## config.mk

```make
export PLATFORM = sky130hd
export DESIGN_NAME = sio_port
export DESIGN_NICKNAME = d
export VERILOG_FILES = /design/src/rtl/sio_pkg.sv /design/src/rtl/sio_ctrl.sv /design/src/rtl/sio_dpath.sv /design/src/rtl/sio_port.sv
export SDC_FILE = /design/constraint.sdc
export NUM_CORES = 1
export LEC_CHECK = 0
export BUFFER_PORTS_ARGS = -buffer_cell sky130_fd_sc_hd__buf_4
export CORE_MARGIN = 2
export CORE_UTILIZATION = 48
export DETAILED_ROUTE_END_ITERATION = 16
export PLACE_DENSITY = 0.65
export SYNTH_ARGS = -nofsm -noshare
export SYNTH_HDL_FRONTEND = slang
export SYNTH_SLANG_ARGS = --single-unit
```

## constraint.sdc

```tcl
create_clock -name clk -period 10.76 [get_ports clk]
set_clock_uncertainty 0.1 [all_clocks]
set_input_delay 1.076 -clock clk [delete_from_list [all_inputs] [get_ports clk]]
set_output_delay 1.076 -clock clk [all_outputs]
set_load 0.01 [all_outputs]
```

## src/rtl/sio_pkg.sv

```systemverilog
package sio_pkg;

  typedef enum logic [1:0] {
    PAR_NONE  = 2'd0,
    PAR_EVEN  = 2'd1,
    PAR_ODD   = 2'd2,
    PAR_NONE3 = 2'd3
  } parity_e;

  typedef enum logic [1:0] {
    FLOW_OFF  = 2'd0,
    FLOW_HW   = 2'd1,
    FLOW_SW   = 2'd2,
    FLOW_RSVD = 2'd3
  } flow_e;

  typedef struct packed {
    flow_e   flow;
    logic    twoStop;
    parity_e parity;
    logic    eightBits;
  } frameCfg_t;

  // strobes from control to datapath
  typedef struct packed {
    logic tick;
    logic txAllow;
  } ctlStrobe_t;

  // status from datapath to control
  typedef struct packed {
    logic txBusy;
    logic rxBusy;
    logic gotXon;
    logic gotXoff;
    logic nearFull;
  } dpStatus_t;

  localparam logic [7:0] XON_CHAR  = 8'h11;
  localparam logic [7:0] XOFF_CHAR = 8'h13;

  localparam frameCfg_t CFG_DEFAULT = '{flow: FLOW_OFF, twoStop: 1'b0,
                                        parity: PAR_NONE, eightBits: 1'b1};

  function automatic frameCfg_t decodeMode(input logic [5:0] w);
    frameCfg_t c;
    c.eightBits = w[0];
    c.parity    = parity_e'(w[2:1]);
    c.twoStop   = w[3];
    c.flow      = flow_e'(w[5:4]);
    return c;
  endfunction

endpackage

```

## src/rtl/sio_ctrl.sv

```systemverilog
module sio_ctrl
  import sio_pkg::*;
#(
  parameter int DIV_W = 16
) (
  input  logic             clk,
  input  logic             rstN,
  input  logic             cfgWe,
  input  logic             cfgAddr,
  input  logic [DIV_W-1:0] cfgWdata,
  input  logic             ctsIn,
  input  dpStatus_t        st,
  output ctlStrobe_t       strb,
  output frameCfg_t        actCfg,
  output logic             rtsOut
);

  logic [1:0]       ctsSync;
  logic [DIV_W-1:0] divShadow, divAct, divCnt;
  frameCfg_t        modeShadow, modeAct;
  logic             pending, xoffState, rtsQ;
  logic             applyNow, divWrap, flowOk;

  assign applyNow = pending && !cfgWe && !st.txBusy && !st.rxBusy;
  assign divWrap  = (divCnt == divAct - DIV_W'(1));

  always_ff @(posedge clk) begin
    if (!rstN) begin
      ctsSync    <= '0;
      divShadow  <= DIV_W'(1);
      divAct     <= DIV_W'(1);
      modeShadow <= CFG_DEFAULT;
      modeAct    <= CFG_DEFAULT;
      pending    <= 1'b0;
      divCnt     <= '0;
      xoffState  <= 1'b0;
      rtsQ       <= 1'b1;
    end else begin
      ctsSync <= {ctsSync[0], ctsIn};
      if (cfgWe) begin
        if (!cfgAddr) divShadow <= (cfgWdata == '0) ? DIV_W'(1) : cfgWdata;
        else          modeShadow <= decodeMode(cfgWdata[5:0]);
        pending <= 1'b1;
      end else if (applyNow) begin
        divAct  <= divShadow;
        modeAct <= modeShadow;
        pending <= 1'b0;
      end
      if (applyNow || divWrap) divCnt <= '0;
      else                     divCnt <= divCnt + DIV_W'(1);
      if (modeAct.flow != FLOW_SW) xoffState <= 1'b0;
      else if (st.gotXoff)         xoffState <= 1'b1;
      else if (st.gotXon)          xoffState <= 1'b0;
      rtsQ <= !(modeAct.flow == FLOW_HW && st.nearFull);
    end
  end

  always_comb begin
    unique case (modeAct.flow)
      FLOW_HW: flowOk = ctsSync[1];
      FLOW_SW: flowOk = !xoffState;
      default: flowOk = 1'b1;
    endcase
  end

  assign strb.tick    = divWrap;
  assign strb.txAllow = flowOk && !pending;
  assign actCfg       = modeAct;
  assign rtsOut       = rtsQ;


  cfg_hold_chk: assert property (@(posedge clk) disable iff (!rstN)
    (st.txBusy || st.rxBusy) |=> ($stable(modeAct) && $stable(divAct)));


  rts_drop_chk: assert property (@(posedge clk) disable iff (!rstN)
    (modeAct.flow == FLOW_HW && st.nearFull) |=> !rtsOut);


  xoff_block_chk: assert property (@(posedge clk) disable iff (!rstN)
    (st.gotXoff && modeAct.flow == FLOW_SW) |=> !strb.txAllow);

endmodule

```

## src/rtl/sio_dpath.sv

```systemverilog
module sio_dpath
  import sio_pkg::*;
#(
  parameter int DEPTH = 4
) (
  input  logic       clk,
  input  logic       rstN,
  input  ctlStrobe_t strb,
  input  frameCfg_t  cfg,
  input  logic       txValid,
  output logic       txReady,
  input  logic [7:0] txData,
  output logic       txd,
  input  logic       rxd,
  output logic       rxValid,
  input  logic       rxReady,
  output logic [7:0] rxData,
  output logic       rxParErr,
  output logic       rxFrmErr,
  output dpStatus_t  st
);

  localparam int PTR_W = (DEPTH > 1) ? $clog2(DEPTH) : 1;
  localparam int CNT_W = PTR_W + 1;
  localparam logic [PTR_W-1:0] LAST_PTR = PTR_W'(DEPTH - 1);

  typedef enum logic [1:0] {RX_IDLE, RX_START, RX_BITS} rxState_e;

  // shared frame format decode
  logic [3:0] nData, stopIdx;
  logic       parEn, oddSel;
  assign nData   = cfg.eightBits ? 4'd8 : 4'd7;
  assign parEn   = (cfg.parity == PAR_EVEN) || (cfg.parity == PAR_ODD);
  assign oddSel  = (cfg.parity == PAR_ODD);
  assign stopIdx = nData + {3'b0, parEn};

  // ---------------- transmitter ----------------
  logic        txBusy, txdQ, txStart;
  logic [11:0] txSh, frameVec;
  logic [3:0]  txLeft, txPh, frameLen;
  logic [7:0]  dataM;

  always_comb begin
    dataM    = cfg.eightBits ? txData : {1'b0, txData[6:0]};
    frameVec = '1;
    frameVec[0] = 1'b0;
    for (int i = 0; i < 8; i++) begin
      if (i < int'(nData)) frameVec[i+1] = dataM[i];
    end
    if (parEn) frameVec[4'd1 + nData] = (^dataM) ^ oddSel;
    frameLen = 4'd1 + nData + {3'b0, parEn} + (cfg.twoStop ? 4'd2 : 4'd1);
  end

  assign txReady = !txBusy && strb.txAllow;
  assign txStart = txValid && txReady;
  assign txd     = txdQ;

  always_ff @(posedge clk) begin
    if (!rstN) begin
      txBusy <= 1'b0;
      txdQ   <= 1'b1;
      txSh   <= '1;
      txLeft <= '0;
      txPh   <= '0;
    end else if (txStart) begin
      txBusy <= 1'b1;
      txSh   <= frameVec;
      txdQ   <= frameVec[0];
      txLeft <= frameLen;
      txPh   <= '0;
    end else if (txBusy && strb.tick) begin
      txPh <= txPh + 4'd1;
      if (txPh == 4'd15) begin
        if (txLeft == 4'd1) begin
          txBusy <= 1'b0;
          txdQ   <= 1'b1;
        end else begin
          txSh   <= {1'b1, txSh[11:1]};
          txdQ   <= txSh[1];
          txLeft <= txLeft - 4'd1;
        end
      end
    end
  end


  txd_steady_chk: assert property (@(posedge clk) disable iff (!rstN)
    (!strb.tick && !txStart) |=> $stable(txd));


  tx_idle_high_chk: assert property (@(posedge clk) disable iff (!rstN)
    !txBusy |-> txd);

  // ---------------- receiver ----------------
  rxState_e   rxState;
  logic [1:0] rxSync;
  logic       rxS, rxPerr, rxDone, isCtrl;
  logic [3:0] rxPh, rxIdx;
  logic [7:0] rxSh;

  assign rxS = rxSync[1];

  always_ff @(posedge clk) begin
    if (!rstN) begin
      rxSync  <= 2'b11;
      rxState <= RX_IDLE;
      rxPh    <= '0;
      rxIdx   <= '0;
      rxSh    <= '0;
      rxPerr  <= 1'b0;
    end else begin
      rxSync <= {rxSync[0], rxd};
      if (strb.tick) begin
        unique case (rxState)
          RX_IDLE: if (!rxS) begin
            rxState <= RX_START;
            rxPh    <= '0;
          end
          RX_START: begin
            if (rxPh == 4'd7) begin
              if (!rxS) begin
                rxState <= RX_BITS;
                rxPh    <= '0;
                rxIdx   <= '0;
                rxSh    <= '0;
                rxPerr  <= 1'b0;
              end else begin
                rxState <= RX_IDLE;
              end
            end else begin
              rxPh <= rxPh + 4'd1;
            end
          end
          RX_BITS: begin
            rxPh <= rxPh + 4'd1;
            if (rxPh == 4'd15) begin
              rxIdx <= rxIdx + 4'd1;
              if (rxIdx < nData)         rxSh[rxIdx[2:0]] <= rxS;
              else if (rxIdx != stopIdx) rxPerr <= rxS ^ (^rxSh) ^ oddSel;
              else                       rxState <= RX_IDLE;
            end
          end
          default: rxState <= RX_IDLE;
        endcase
      end
    end
  end

  assign rxDone = strb.tick && (rxState == RX_BITS) && (rxPh == 4'd15) && (rxIdx == stopIdx);
  assign isCtrl = (cfg.flow == FLOW_SW) && rxS && !rxPerr &&
                  ((rxSh == XON_CHAR) || (rxSh == XOFF_CHAR));

  // ---------------- receive buffer ----------------
  logic [9:0]       mem [DEPTH];
  logic [PTR_W-1:0] wrPtr, rdPtr;
  logic [CNT_W-1:0] count;
  logic             push, pop, full;

  assign full    = (count == CNT_W'(DEPTH));
  assign push    = rxDone && !isCtrl && !full;
  assign rxValid = (count != '0);
  assign pop     = rxValid && rxReady;
  assign {rxParErr, rxFrmErr, rxData} = mem[rdPtr];

  always_ff @(posedge clk) begin
    if (push) mem[wrPtr] <= {rxPerr, !rxS, rxSh};
  end

  always_ff @(posedge clk) begin
    if (!rstN) begin
      wrPtr <= '0;
      rdPtr <= '0;
      count <= '0;
    end else begin
      if (push) wrPtr <= (wrPtr == LAST_PTR) ? '0 : wrPtr + PTR_W'(1);
      if (pop)  rdPtr <= (rdPtr == LAST_PTR) ? '0 : rdPtr + PTR_W'(1);
      count <= count + CNT_W'(push) - CNT_W'(pop);
    end
  end


  rx_hold_chk: assert property (@(posedge clk) disable iff (!rstN)
    (rxValid && !rxReady) |=> (rxValid && $stable(rxData)));


  ctrl_consume_chk: assert property (@(posedge clk) disable iff (!rstN)
    (rxDone && isCtrl && !pop) |=> $stable(count));

  always_comb begin
    st.txBusy   = txBusy;
    st.rxBusy   = (rxState != RX_IDLE);
    st.gotXon   = rxDone && isCtrl && (rxSh == XON_CHAR);
    st.gotXoff  = rxDone && isCtrl && (rxSh == XOFF_CHAR);
    st.nearFull = (count >= CNT_W'(DEPTH - 1));
  end

endmodule

```

## src/rtl/sio_port.sv

```systemverilog
module sio_port
  import sio_pkg::*;
#(
  parameter int DIV_W    = 16,
  parameter int RX_DEPTH = 4
) (
  input  logic             clk,
  input  logic             rstN,
  input  logic             cfgWe,
  input  logic             cfgAddr,
  input  logic [DIV_W-1:0] cfgWdata,
  input  logic             txValid,
  output logic             txReady,
  input  logic [7:0]       txData,
  output logic             rxValid,
  input  logic             rxReady,
  output logic [7:0]       rxData,
  output logic             rxParErr,
  output logic             rxFrmErr,
  output logic             txd,
  input  logic             rxd,
  input  logic             ctsIn,
  output logic             rtsOut
);

  ctlStrobe_t strb;
  dpStatus_t  st;
  frameCfg_t  actCfg;

  sio_ctrl #(.DIV_W(DIV_W)) uCtrl (
    .clk(clk), .rstN(rstN), .cfgWe(cfgWe), .cfgAddr(cfgAddr), .cfgWdata(cfgWdata),
    .ctsIn(ctsIn), .st(st), .strb(strb), .actCfg(actCfg), .rtsOut(rtsOut)
  );

  sio_dpath #(.DEPTH(RX_DEPTH)) uDpath (
    .clk(clk), .rstN(rstN), .strb(strb), .cfg(actCfg),
    .txValid(txValid), .txReady(txReady), .txData(txData), .txd(txd),
    .rxd(rxd), .rxValid(rxValid), .rxReady(rxReady), .rxData(rxData),
    .rxParErr(rxParErr), .rxFrmErr(rxFrmErr), .st(st)
  );

endmodule

```

==> results by group, run 1 <==
Yosys
  – Mapped Nets: 861
  – Mean Syn Cell Area: 9.50 sq um
  – Mapped Cells: 794
  – FFs w/ async S/R, synth: 0%
  – Main flop type after synthesis: dfxtp_1
  – Number of synthesized flops with an enable pin: 40
  – Seq/Total Area, Yosys: 46.2%
  – Netlist cell types: 62
  – Register bit count reported by yosys: 154
  – Syn. warnings: 0
  – Mapped Area: 0.00754 sq mm

Global route
  – Gr usage total: 19.8%
  – Vias in the first global route: 5606
  – Largest net degree at the start of global routing: 42
  – Initial antenna violation count: 0
  – First-pass GRT wire length: 26300 um
  – Gr ovfl total: 0

Critical path
  – WS Path Type: flop to flop
  – CP bufs+invs: 1
  – Delay-heaviest family, CP: simple AND/OR/NAND/NOR gates
  – Crit path launch: uCtrl.divAct[0]
  – Crit-path most repeated cell: ha_1
  – Crit Reg-Reg Startpoint: uCtrl.divAct[0]
  – CP endpoint kind: flop
  – CP Launch Type: flop
  – CP max stage delay: 570 ps
  – R2R Setup Slk: 6600 ps
  – Critical Path Slowest Stage Cell: or4b_1
  – Max Fanout on Critical Path: 7
  – Required @ worst endpoint: 10980 ps
  – CP arrival: 4370 ps
  – Crit-path cells: inv_1 > ha_1 > or4b_1 > mux2i_1 > o22a_1 > or3_1 > a2111o_1 > nor3_2 > ha_1 > fa_1 > and2_1

Routing
  – TritonRoute pass-1 iters: 4
  – Vias: 5767
  – Drt total wl: 15900 um
  – Wire per inst: 15.3 um
  – Vias/cell: 5.53
  – Detail Route Antenna Nets: 0
  – DRC: 0
  – Detailed Route Iter0 Violations: 204

Floorplan
  – Core ar.: 0.0153 sq mm
  – # IOs: 46
  – Die area: 0.0167 sq mm
  – Die Y: 129 um
  – Die Wd: 129 um
  – Rows: 45
  – Initial core utilization: 49.4%

Clock tree
  – Root Buffer: clkbuf_16
  – CTS buffer count: 17
  – Clk_lat worst skew: 420 ps
  – Setup Fix Bufs, Post-CTS: 0
  – H-tree lvl count: 4
  – CTS Sinks: 154
  – CTS tree: yes
  – Clk pin slew, worst setup/hold paths: 60 ps
  – CTS hold repair buffers: 0
  – Clock buffer depth: 2
  – Post-cts sizing count: 0

Power
  – Total power: 1480 uW
  – Seq pwr share: 43.4%
  – Maximum vdd drop: 0.000111 V
  – Sw frac: 26.4%
  – Combinational share of power: 14.4%
  – Lkg Pwr: 0.00311 uW
  – Pint: 1090 uW
  – Clock share of power: 42.3%
  – Power Dens Cells: 171 mW/mm^2
  – P_sw: 390 uW

Worst hold path
  – Worst min-delay path startpoint: uDpath.rxSync[0]
  – HP Class: flop to flop

Timing
  – Final hold viol count: 0
  – Minimum clock period: 4160 ps
  – Setup TNS: 0 ps
  – Unrepaired setup endpoints after global routing: false
  – Slew Limit Fails: 0
  – Relative slew slack: 45.3%
  – Crit share post-route: 38.6%
  – # setup viols final: 0
  – Max Clk Rate: 241 MHz
  – Least-Margin Pin Slew: 818 ps

Placement
  – PortBufs: 45
  – Dpl hpwl: 11500 um
  – Placed inst area: 0.00800 sq mm
  – GPL Wtd Cong: 0.870

Finish
  – Commonest non-fill, non-tap cell in the layout: dfxtp_1
  – Fin area: 0.00864 sq mm
  – Antenna diodes: 0
  – Fin nets: 886
  – Share of cells above drive strength 1: 12.7%
  – Commonest cells after routing, fill and taps aside: dfxtp_1 (114), nand2_1 (107), a21oi_1 (59)
  – Synth-to-Final Area Change: 14.6%

Status
  – Status: complete, no violations

Job
  – Max cap viols: 0
## power groups by stage
stage                     clock, uW  sequential, uW  combinational, uW
after CTS                       634             642                214
after floorplan                   0             638                166
after global placement            0             652                206
final                           625             641                212
after detailed placement          0             655                212
after global routing            657             646                237
## cell usage after synthesis (11+ instances only)
library cell,count,area [sq um]
clkbuf_1,29,109
xor2_1,16,140
and2_1,11,68.8
mux2i_1,13,130
a21oi_1,59,295
o211ai_1,19,143
ha_1,33,413
nand3_1,34,170
o21ai_0,12,60.1
xnor2_1,33,289
edfxtp_1,40,1200
dfxtp_1,114,2280
nor2_1,52,195
inv_1,39,146
nand2_1,107,402
or3_1,16,100
## per-layer routing
layer	track usage [%]	wire, um	up-vias
met5	0	0	-
met4	8.89	416	0
met3	4.00	471	41
met2	34.8	7980	108
met1	23.3	7070	2734
li1	-	-	2884
## logic make-up (layout without fill, tap and decap cells)
family	Yosys count	in the layout	share of synthesized area, %
AO/OA/AOI/OAI	147	147	12.9
XOR/XNOR	49	49	5.69
adder cells (fa/ha/maj)	35	35	6.01
buffers and inverters	80	118	4.06
flip-flops	154	154	46.2
multiplexers	23	23	4.71
AND/OR/NAND/NOR	306	306	20.5
## flip-flops by register name, summed over array words and instances, names as in the netlist, 3 cells and up, named ones only
name and cells:
uDpath.txSh 9, uCtrl.divAct 16, uCtrl.divShadow 16, uDpath.txLeft 4, uCtrl.actCfg 6, uDpath.mem 40
uDpath.rxIdx 4, uCtrl.divCnt 16, uCtrl.modeShadow 6, uDpath.count 3, uDpath.rxSh 8, uDpath.txPh 4
uDpath.rxPh 4
## per-stage QoR
stage / std cells / hold slack (ps) / worst slack (ps) / util [%]
after floorplan: 794 / 286 / 7020 / -
after global placement: 1011 / 293 / 6710 / 52.4
after detailed placement: 1011 / 299 / 6640 / 52.4
after CTS: 1043 / 313 / 6610 / 56.6
after global routing: 1043 / 327 / 6390 / 56.6
final: 1043 / 308 / 6600 / 56.6
## layout make-up
type	instances	area, sq um
fill	1367	6620
multi-input combinational	560	3760
sequential	154	3480
clock buffer	21	504
timing repair buffer	47	353
tap	211	264
inverter	39	146
clock inverter	11	133
## worst paths after layout
kind              cells past startpoint               end
setup / recovery                     11   uDpath.count[1]
hold / removal                        1  uDpath.rxSync[1]
setup reg to reg                     11   uDpath.count[1]
hold reg to reg                       1  uDpath.rxSync[1]
## worst register-to-register path, cell delays in order, from the launching register on
cell and delay, ps:
dfxtp_1 370, inv_1 110, ha_1 260, or4b_1 570, mux2i_1 160, o22a_1 260, or3_1 380, a2111o_1 530
nor3_2 490, ha_1 260, fa_1 400, and2_1 160
(Power assumes the default switching activity.)
==> run 2: changes to the inputs <==
--- a/config.mk
+++ b/config.mk
@@ -9,7 +9,7 @@
 export CORE_MARGIN = 2
 export CORE_UTILIZATION = 48
 export DETAILED_ROUTE_END_ITERATION = 16
-export PLACE_DENSITY = 0.65
+export PLACE_DENSITY = 0.68
 export SYNTH_ARGS = -nofsm -noshare
 export SYNTH_HDL_FRONTEND = slang
 export SYNTH_SLANG_ARGS = --single-unit
==> constraint.sdc (replaced) <==
create_clock -name clk -period 3.7 [get_ports clk]
set_clock_uncertainty 0.1 [all_clocks]
set_input_delay 0.37 -clock clk [delete_from_list [all_inputs] [get_ports clk]]
set_output_delay 0.37 -clock clk [all_outputs]
set_load 0.01 [all_outputs]
==> run 2 against run 1 <==
Cell count is 1.6% higher. Critical endpoint is now uDpath.rxSh[0]. Fmax is 17% higher. Via count is 0.78% higher. Register-to-register slack worse by 6500 ps. Critical path type unchanged. Utilization is 0.61 points higher. Clock-buffer cell count is 3 lower. Wire length is 0.60% lower. Hold slack worse by 270 ps. Sequential power grew to 2.9 times the previous value. Die area stayed put.
==> results by group, run 2 (synthesis results as in run 1) <==
Finish
  – Antenna diodes: 0 (unchanged)
  – Share of cells above drive strength 1: 14.7% (+2.0 points)
  – Largest Register: uDpath.mem
  – Layout fillers: 1330 (-2.7%)
  – Fin area: 0.00873 sq mm (+1.1%)
  – Commonest non-fill, non-tap cell in the layout: dfxtp_1
  – Synth-to-Final Area Change: 15.8%
  – Max reg flops: 40 (unchanged)
  – Footprint of the multi-input gates: 0.00377 sq mm (+0.30%)
  – Fin nets: 903 (+1.9%)
  – Register area: 0.00348 sq mm (unchanged)
  – Commonest cells after routing, fill and taps aside: dfxtp_1 (114), nand2_1 (107), buf_4 (64)

Floorplan
  – Die area: 0.0167 sq mm (unchanged)
  – Initial core utilization: 49.4% (unchanged)
  – Die Y: 129 um (unchanged)
  – Rows: 45 (unchanged)
  – Die Wd: 129 um (unchanged)
  – Core ar.: 0.0153 sq mm (unchanged)
  – # IOs: 46 (unchanged)

Routing
  – Wire per inst: 14.9 um (-2.2%)
  – Vias/cell: 5.48 (-0.84%)
  – Vias: 5812 (+0.78%)
  – Detailed Route Iter0 Violations: 351 (+72%)
  – TritonRoute pass-1 iters: 4 (unchanged)
  – DRC: 0 (unchanged)
  – M1 WL: 6990 um (-1.1%)
  – Top sig layer: met4
  – Met3 routed WL: 582 um (+24%)
  – Detail Route Antenna Nets: 0 (unchanged)
  – Drt total wl: 15800 um (-0.60%)
  – Met2 wire len: 8020 um (+0.40%)

Placement
  – GPL Wtd Cong: 0.860 (-1.1%)
  – PortBufs: 45 (unchanged)
  – Placed inst area: 0.00814 sq mm (+1.7%)
  – Dpl hpwl: 11400 um (-0.65%)

Global route
  – Vias in the first global route: 5758 (+2.7%)
  – Initial antenna violation count: 0 (unchanged)
  – Gr ovfl total: 0 (unchanged)
  – Gr usage total: 20.3% (+0.49 points)
  – Largest net degree at the start of global routing: 43 (+2.4%)
  – First-pass GRT wire length: 26900 um (+2.3%)

Worst hold path
  – HP Class: input port to flop
  – Hold path depth: 2 (+1)
  – Worst min-delay path startpoint: rxd
  – Hold EP: uDpath.rxSync[0]

Timing
  – Crit share post-route: 96.0% (+57 points)
  – Final hold viol count: 0 (unchanged)
  – Unrepaired setup endpoints after global routing: false
  – WHS: 39.3 ps (-269 ps)
  – # setup viols final: 0 (unchanged)
  – Least-Margin Pin Slew: 823 ps (+4.94 ps)
  – Max Clk Rate: 282 MHz (+17%)
  – Slew Limit Fails: 0 (unchanged)
  – Minimum clock period: 3550 ps (-604 ps)
  – Relative slew slack: 45.0% (-0.33 points)
  – Setup TNS: 0 ps (unchanged)

Clock tree
  – Clk pin slew, worst setup/hold paths: 60 ps (about the same)
  – Setup Fix Bufs, Post-CTS: 0 (unchanged)
  – CTS hold repair buffers: 0 (unchanged)
  – H-tree lvl count: 4 (unchanged)
  – CTS buffer count: 17 (unchanged)
  – CTS Sinks: 154 (unchanged)
  – Post-cts sizing count: 0 (unchanged)
  – Clock buffer depth: 2 (unchanged)
  – Clk_lat worst skew: 420 ps (about the same)
  – Root Buffer: clkbuf_16
  – CTS tree: yes

Power
  – Power Dens Cells: 485 mW/mm^2 (+180%)
  – Lkg Pwr: 0.00317 uW (+1.8%)
  – Seq pwr share: 43.9% (+0.5 points)
  – Total power: 4240 uW (+190%)
  – Sw frac: 27.3% (+0.90 points)
  – Clock share of power: 40.7% (-1.6 points)
  – Maximum vdd drop: 0.000348 V (+210%)
  – Combinational share of power: 15.4% (+1.0 points)
  – Pint: 3080 uW (+180%)
  – P_sw: 1150 uW (+200%)

Critical path
  – CP Launch Type: flop
  – CP arrival: 3800 ps (-570 ps)
  – Critical R2R Capture: uDpath.rxSh[0]
  – R2R depth: 11 (unchanged)
  – Max Fanout on Critical Path: 11 (+4)
  – Crit Reg-Reg Startpoint: uCtrl.divAct[0]
  – R2R Setup Slk: 150 ps (-6460 ps)
  – Required @ worst endpoint: 3950 ps (-7030 ps)
  – WS Path Type: flop to flop
  – CP endpoint kind: flop

Status
  – Status: complete, no violations

Job
  – Max cap viols: 0 (unchanged)
## run 2: cell types whose count changed in the layout (fill, tap and decap cells not counted), sizes merged
cell,before,now
buf,47,64
clkbuf,21,18
clkinv,6,3
clkinvlp,1,3
inv,41,45
## run 2: through the flow
step                util (%)  worst slack (ps)  cells
global placement        53.3               131   1028
global route            57.2              20.7   1060
CTS                     57.2              78.7   1060
detailed placement      53.3              97.7   1028
floorplan                  -              25.7    794
finish                  57.2               148   1060
## run 2: how the worst max path moves through the flow
stage                               start              end  cells after the start
after floorplan           uCtrl.divAct[0]  uDpath.count[1]                     12
after global placement    uCtrl.divAct[0]  uDpath.count[1]                     11
after detailed placement  uCtrl.divAct[0]  uDpath.count[1]                     11
after CTS                 uCtrl.divAct[0]   uDpath.rxSh[0]                     11
after global routing      uCtrl.divAct[0]  uDpath.count[1]                     11
final                     uCtrl.divAct[0]   uDpath.rxSh[0]                     11
## run 2: power groups by stage
| stage | combinational (uW) | sequential [uW] | clock [uW] |
|---|---|---|---|
| after floorplan | 487 | 1860 | 0 |
| after global placement | 633 | 1890 | 0 |
| after detailed placement | 654 | 1900 | 0 |
| after CTS | 657 | 1860 | 1760 |
| after global routing | 732 | 1870 | 1830 |
| final | 653 | 1860 | 1720 |
## run 2: metal layers
| metal | global-route usage [%] | vias to the layer above |
|---|---|---|
| met3 | 4.38 | 24 |
| li1 | - | 2919 |
| met4 | 7.61 | 0 |
| met2 | 35.7 | 114 |
| met5 | 0 | - |
| met1 | 24.4 | 2755 |
## run 2: critical path, cell delays in order, from the launching register on
cell and delay [ps]:
dfxtp_1 310, inv_1 70, ha_1 150, or4b_4 500, mux2i_1 140, o22a_1 260
or3_1 370, a2111o_2 570, or2_1 330, buf_4 210, or3_1 380, o21ai_0 80
## run 2: final cells by class
class,count,share of cell area [%]
multi-input combinational,560,43.1
clock inverter,14,1.85
sequential,154,39.9
tap,211,3.02
timing repair buffer,64,5.50
inverter,39,1.68
clock buffer,18,4.91
==> run 3: changes to the inputs <==
--- a/config.mk
+++ b/config.mk
@@ -6,10 +6,12 @@
 export NUM_CORES = 1
 export LEC_CHECK = 0
 export BUFFER_PORTS_ARGS = -buffer_cell sky130_fd_sc_hd__buf_4
+export CORE_ASPECT_RATIO = 2
 export CORE_MARGIN = 2
 export CORE_UTILIZATION = 48
 export DETAILED_ROUTE_END_ITERATION = 16
 export PLACE_DENSITY = 0.68
+export SLEW_MARGIN = 20
 export SYNTH_ARGS = -nofsm -noshare
 export SYNTH_HDL_FRONTEND = slang
 export SYNTH_SLANG_ARGS = --single-unit
==> run 3 against run 2 <==
Hold slack lost 5.4 ps. First-iteration DRC count decreased by 31%. Critical endpoint is now uDpath.count[1]. Fmax up 1.5%. Sequential share of layout area down 0.15 points. Critical path depth is the same. Global-route usage is 0.90 points higher. Clock-buffer cell count fell by 1. Worst setup slack better by 53 ps. Wire length rose by 8.0%. Final area is 0.39% higher. Total power grew 1.3%.
==> results by group, run 3 (synthesis results as in run 1) <==
Status
  – Status: complete, no violations

Floorplan
  – # IOs: 46 (unchanged)
  – Rows: 64 (+42%)
  – Initial core utilization: 49.0% (-0.37 points)
  – Core ar.: 0.0154 sq mm (+0.76%)
  – Die area: 0.0168 sq mm (+0.37%)
  – Die Y: 181 um (+40%)
  – Die Wd: 92.6 um (-28%)

Critical path
  – CP max stage delay: 520 ps (-50 ps)
  – R2R depth: 11 (unchanged)
  – Critical R2R Capture: uDpath.count[1]
  – Required @ worst endpoint: 3920 ps (-30 ps)
  – CP Launch Type: flop
  – WS Path Type: flop to flop
  – R2R Setup Slk: 200 ps (+50 ps)
  – Critical Path Slowest Stage Cell: or4b_4
  – CP arrival: 3720 ps (-80 ps)
  – CP endpoint kind: flop
  – CP bufs+invs: 1 (-1)
  – Crit-path cells: inv_1 > ha_1 > or4b_4 > mux2i_1 > o22a_1 > or3_1 > a2111o_1 > nor3_4 > ha_1 > fa_1 > and2_1
  – Max Fanout on Critical Path: 6 (-5)
  – Crit Reg-Reg Startpoint: uCtrl.divAct[0]
  – Delay-heaviest family, CP: simple AND/OR/NAND/NOR gates
  – Crit-path most repeated cell: ha_1

Finish
  – Share of cells above drive strength 1: 15.7% (+0.97 points)
  – Post-Route Utilization: 57.0% (-0.21 points)
  – Fin area: 0.00877 sq mm (+0.39%)
  – Largest Register: uDpath.mem
  – Commonest cells after routing, fill and taps aside: dfxtp_1 (114), nand2_1 (107), buf_4 (69)
  – Synth-to-Final Area Change: 16.2%
  – Max reg flops: 40 (unchanged)
  – Antenna diodes: 0 (unchanged)
  – Fin nets: 908 (+0.55%)
  – Commonest non-fill, non-tap cell in the layout: dfxtp_1

Power
  – Power Dens Cells: 490 mW/mm^2 (+0.88%)
  – P_sw: 1190 uW (+3.5%)
  – Maximum vdd drop: 0.000338 V (-3.0%)
  – Clock share of power: 40.7% (about the same)
  – Pint: 3100 uW (+0.45%)
  – Sw frac: 27.8% (+0.59 points)
  – Combinational share of power: 15.9% (+0.5 points)
  – Seq pwr share: 43.4% (-0.5 points)
  – Lkg Pwr: 0.00321 uW (+1.2%)

Placement
  – GPL Wtd Cong: 0.908 (+5.6%)
  – PortBufs: 45 (unchanged)
  – Placed inst area: 0.00815 sq mm (+0.17%)
  – Dpl hpwl: 12700 um (+11%)

Timing
  – Final hold viol count: 0 (unchanged)
  – Minimum clock period: 3500 ps (-53.1 ps)
  – Unrepaired setup endpoints after global routing: false
  – # setup viols final: 0 (unchanged)
  – Max Clk Rate: 286 MHz (+1.5%)
  – Slew Limit Fails: 0 (unchanged)
  – Relative slew slack: 41.5% (-3.5 points)
  – Crit share post-route: 94.6% (-1.4 points)
  – Setup TNS: 0 ps (unchanged)
  – WHS: 33.8 ps (-5.44 ps)
  – Least-Margin Pin Slew: 876 ps (+52.5 ps)

Global route
  – Gr usage total: 21.2% (+0.90 points)
  – Gr ovfl total: 0 (unchanged)
  – Vias in the first global route: 5970 (+3.7%)
  – Initial antenna violation count: 0 (unchanged)
  – First-pass GRT wire length: 28200 um (+4.8%)
  – Largest net degree at the start of global routing: 39 (-9.3%)

Clock tree
  – Clk pin slew, worst setup/hold paths: 70 ps (about the same)
  – Clk_lat worst skew: 430 ps (about the same)
  – CTS buffer count: 17 (unchanged)
  – CTS hold repair buffers: 0 (unchanged)
  – CTS tree: yes
  – Root Buffer: clkbuf_16
  – Clock buffer depth: 2 (unchanged)
  – H-tree lvl count: 4 (unchanged)
  – CTS Sinks: 154 (unchanged)

Routing
  – Met2 wire len: 9690 um (+21%)
  – TritonRoute pass-1 iters: 4 (unchanged)
  – Wire per inst: 16.3 um (+8.8%)
  – Detail Route Antenna Nets: 0 (unchanged)
  – Top sig layer: met4
  – Drt total wl: 17100 um (+8.0%)
  – M1 WL: 6170 um (-12%)
  – Vias/cell: 5.61 (+2.4%)
  – Vias: 5906 (+1.6%)
  – Met3 routed WL: 453 um (-22%)
  – Detailed Route Iter0 Violations: 242 (-31%)
  – DRC: 0 (unchanged)

Worst hold path
  – Worst min-delay path startpoint: rxd
  – Hold path depth: 2 (unchanged)
  – Hold EP: uDpath.rxSync[0]
  – HP Class: input port to flop

Job
  – Max cap viols: 0 (unchanged)
[run 3: cell types whose count changed in the layout (fill, tap and decap cells not counted), moves of 2 or more]
cell        delta
clkinv_2       +3
inv_6          +2
clkinvlp_4     -2
buf_4          +5
[run 3: timing repair]
item	4_1_cts	5_1_grt
endpoints found under the hold margin	0	0
buffers inserted	0	1
gates resized for setup	0	4
endpoints found under the setup margin	0	66
[run 3: cell type report]
class	instances	area (sq um)
inverters	39	146
fillers	1378	6610
repair buffers	69	518
well taps	198	248
flip-flops and latches	154	3480
multi-input cells	560	3780
clock inverters	15	164
clock buffers	17	425
[run 3: metal layers]
layer,track usage [%],vias to the layer above
met4,12.6,0
li1,-,2923
met2,40.5,125
met5,0,-
met3,3.96,42
met1,20.2,2816
[run 3: worst max-delay path by stage]
stage	start	end	depth (start not counted)
6_report	uCtrl.divAct[0]	uDpath.count[1]	11
5_1_grt	uCtrl.divAct[0]	uDpath.count[1]	11
4_1_cts	uCtrl.divAct[0]	uCtrl.divCnt[7]	12
3_5_place_dp	uCtrl.divAct[0]	uCtrl.divCnt[13]	12
3_3_place_gp	uCtrl.divAct[0]	uDpath.count[1]	11
2_1_floorplan	uCtrl.divAct[0]	uDpath.count[1]	12
[run 3: metrics by stage]
stage | worst slack (ps) | instances | power, uW
after CTS | 8.12 | 1051 | 4310
after detailed placement | 44.5 | 1019 | 2570
after global placement | 99.1 | 1019 | 2550
final | 201 | 1052 | 4290
after floorplan | 25.7 | 794 | 2340
after global routing | 14.5 | 1052 | 4480
[run 3: power by group through the flow]
stage	Sequential (uW)	Combinational [uW]	Clock (uW)
2_1_floorplan	1860	487	0
3_3_place_gp	1900	651	0
3_5_place_dp	1900	670	0
4_1_cts	1860	676	1770
5_1_grt	1870	760	1840
6_report	1860	681	1750
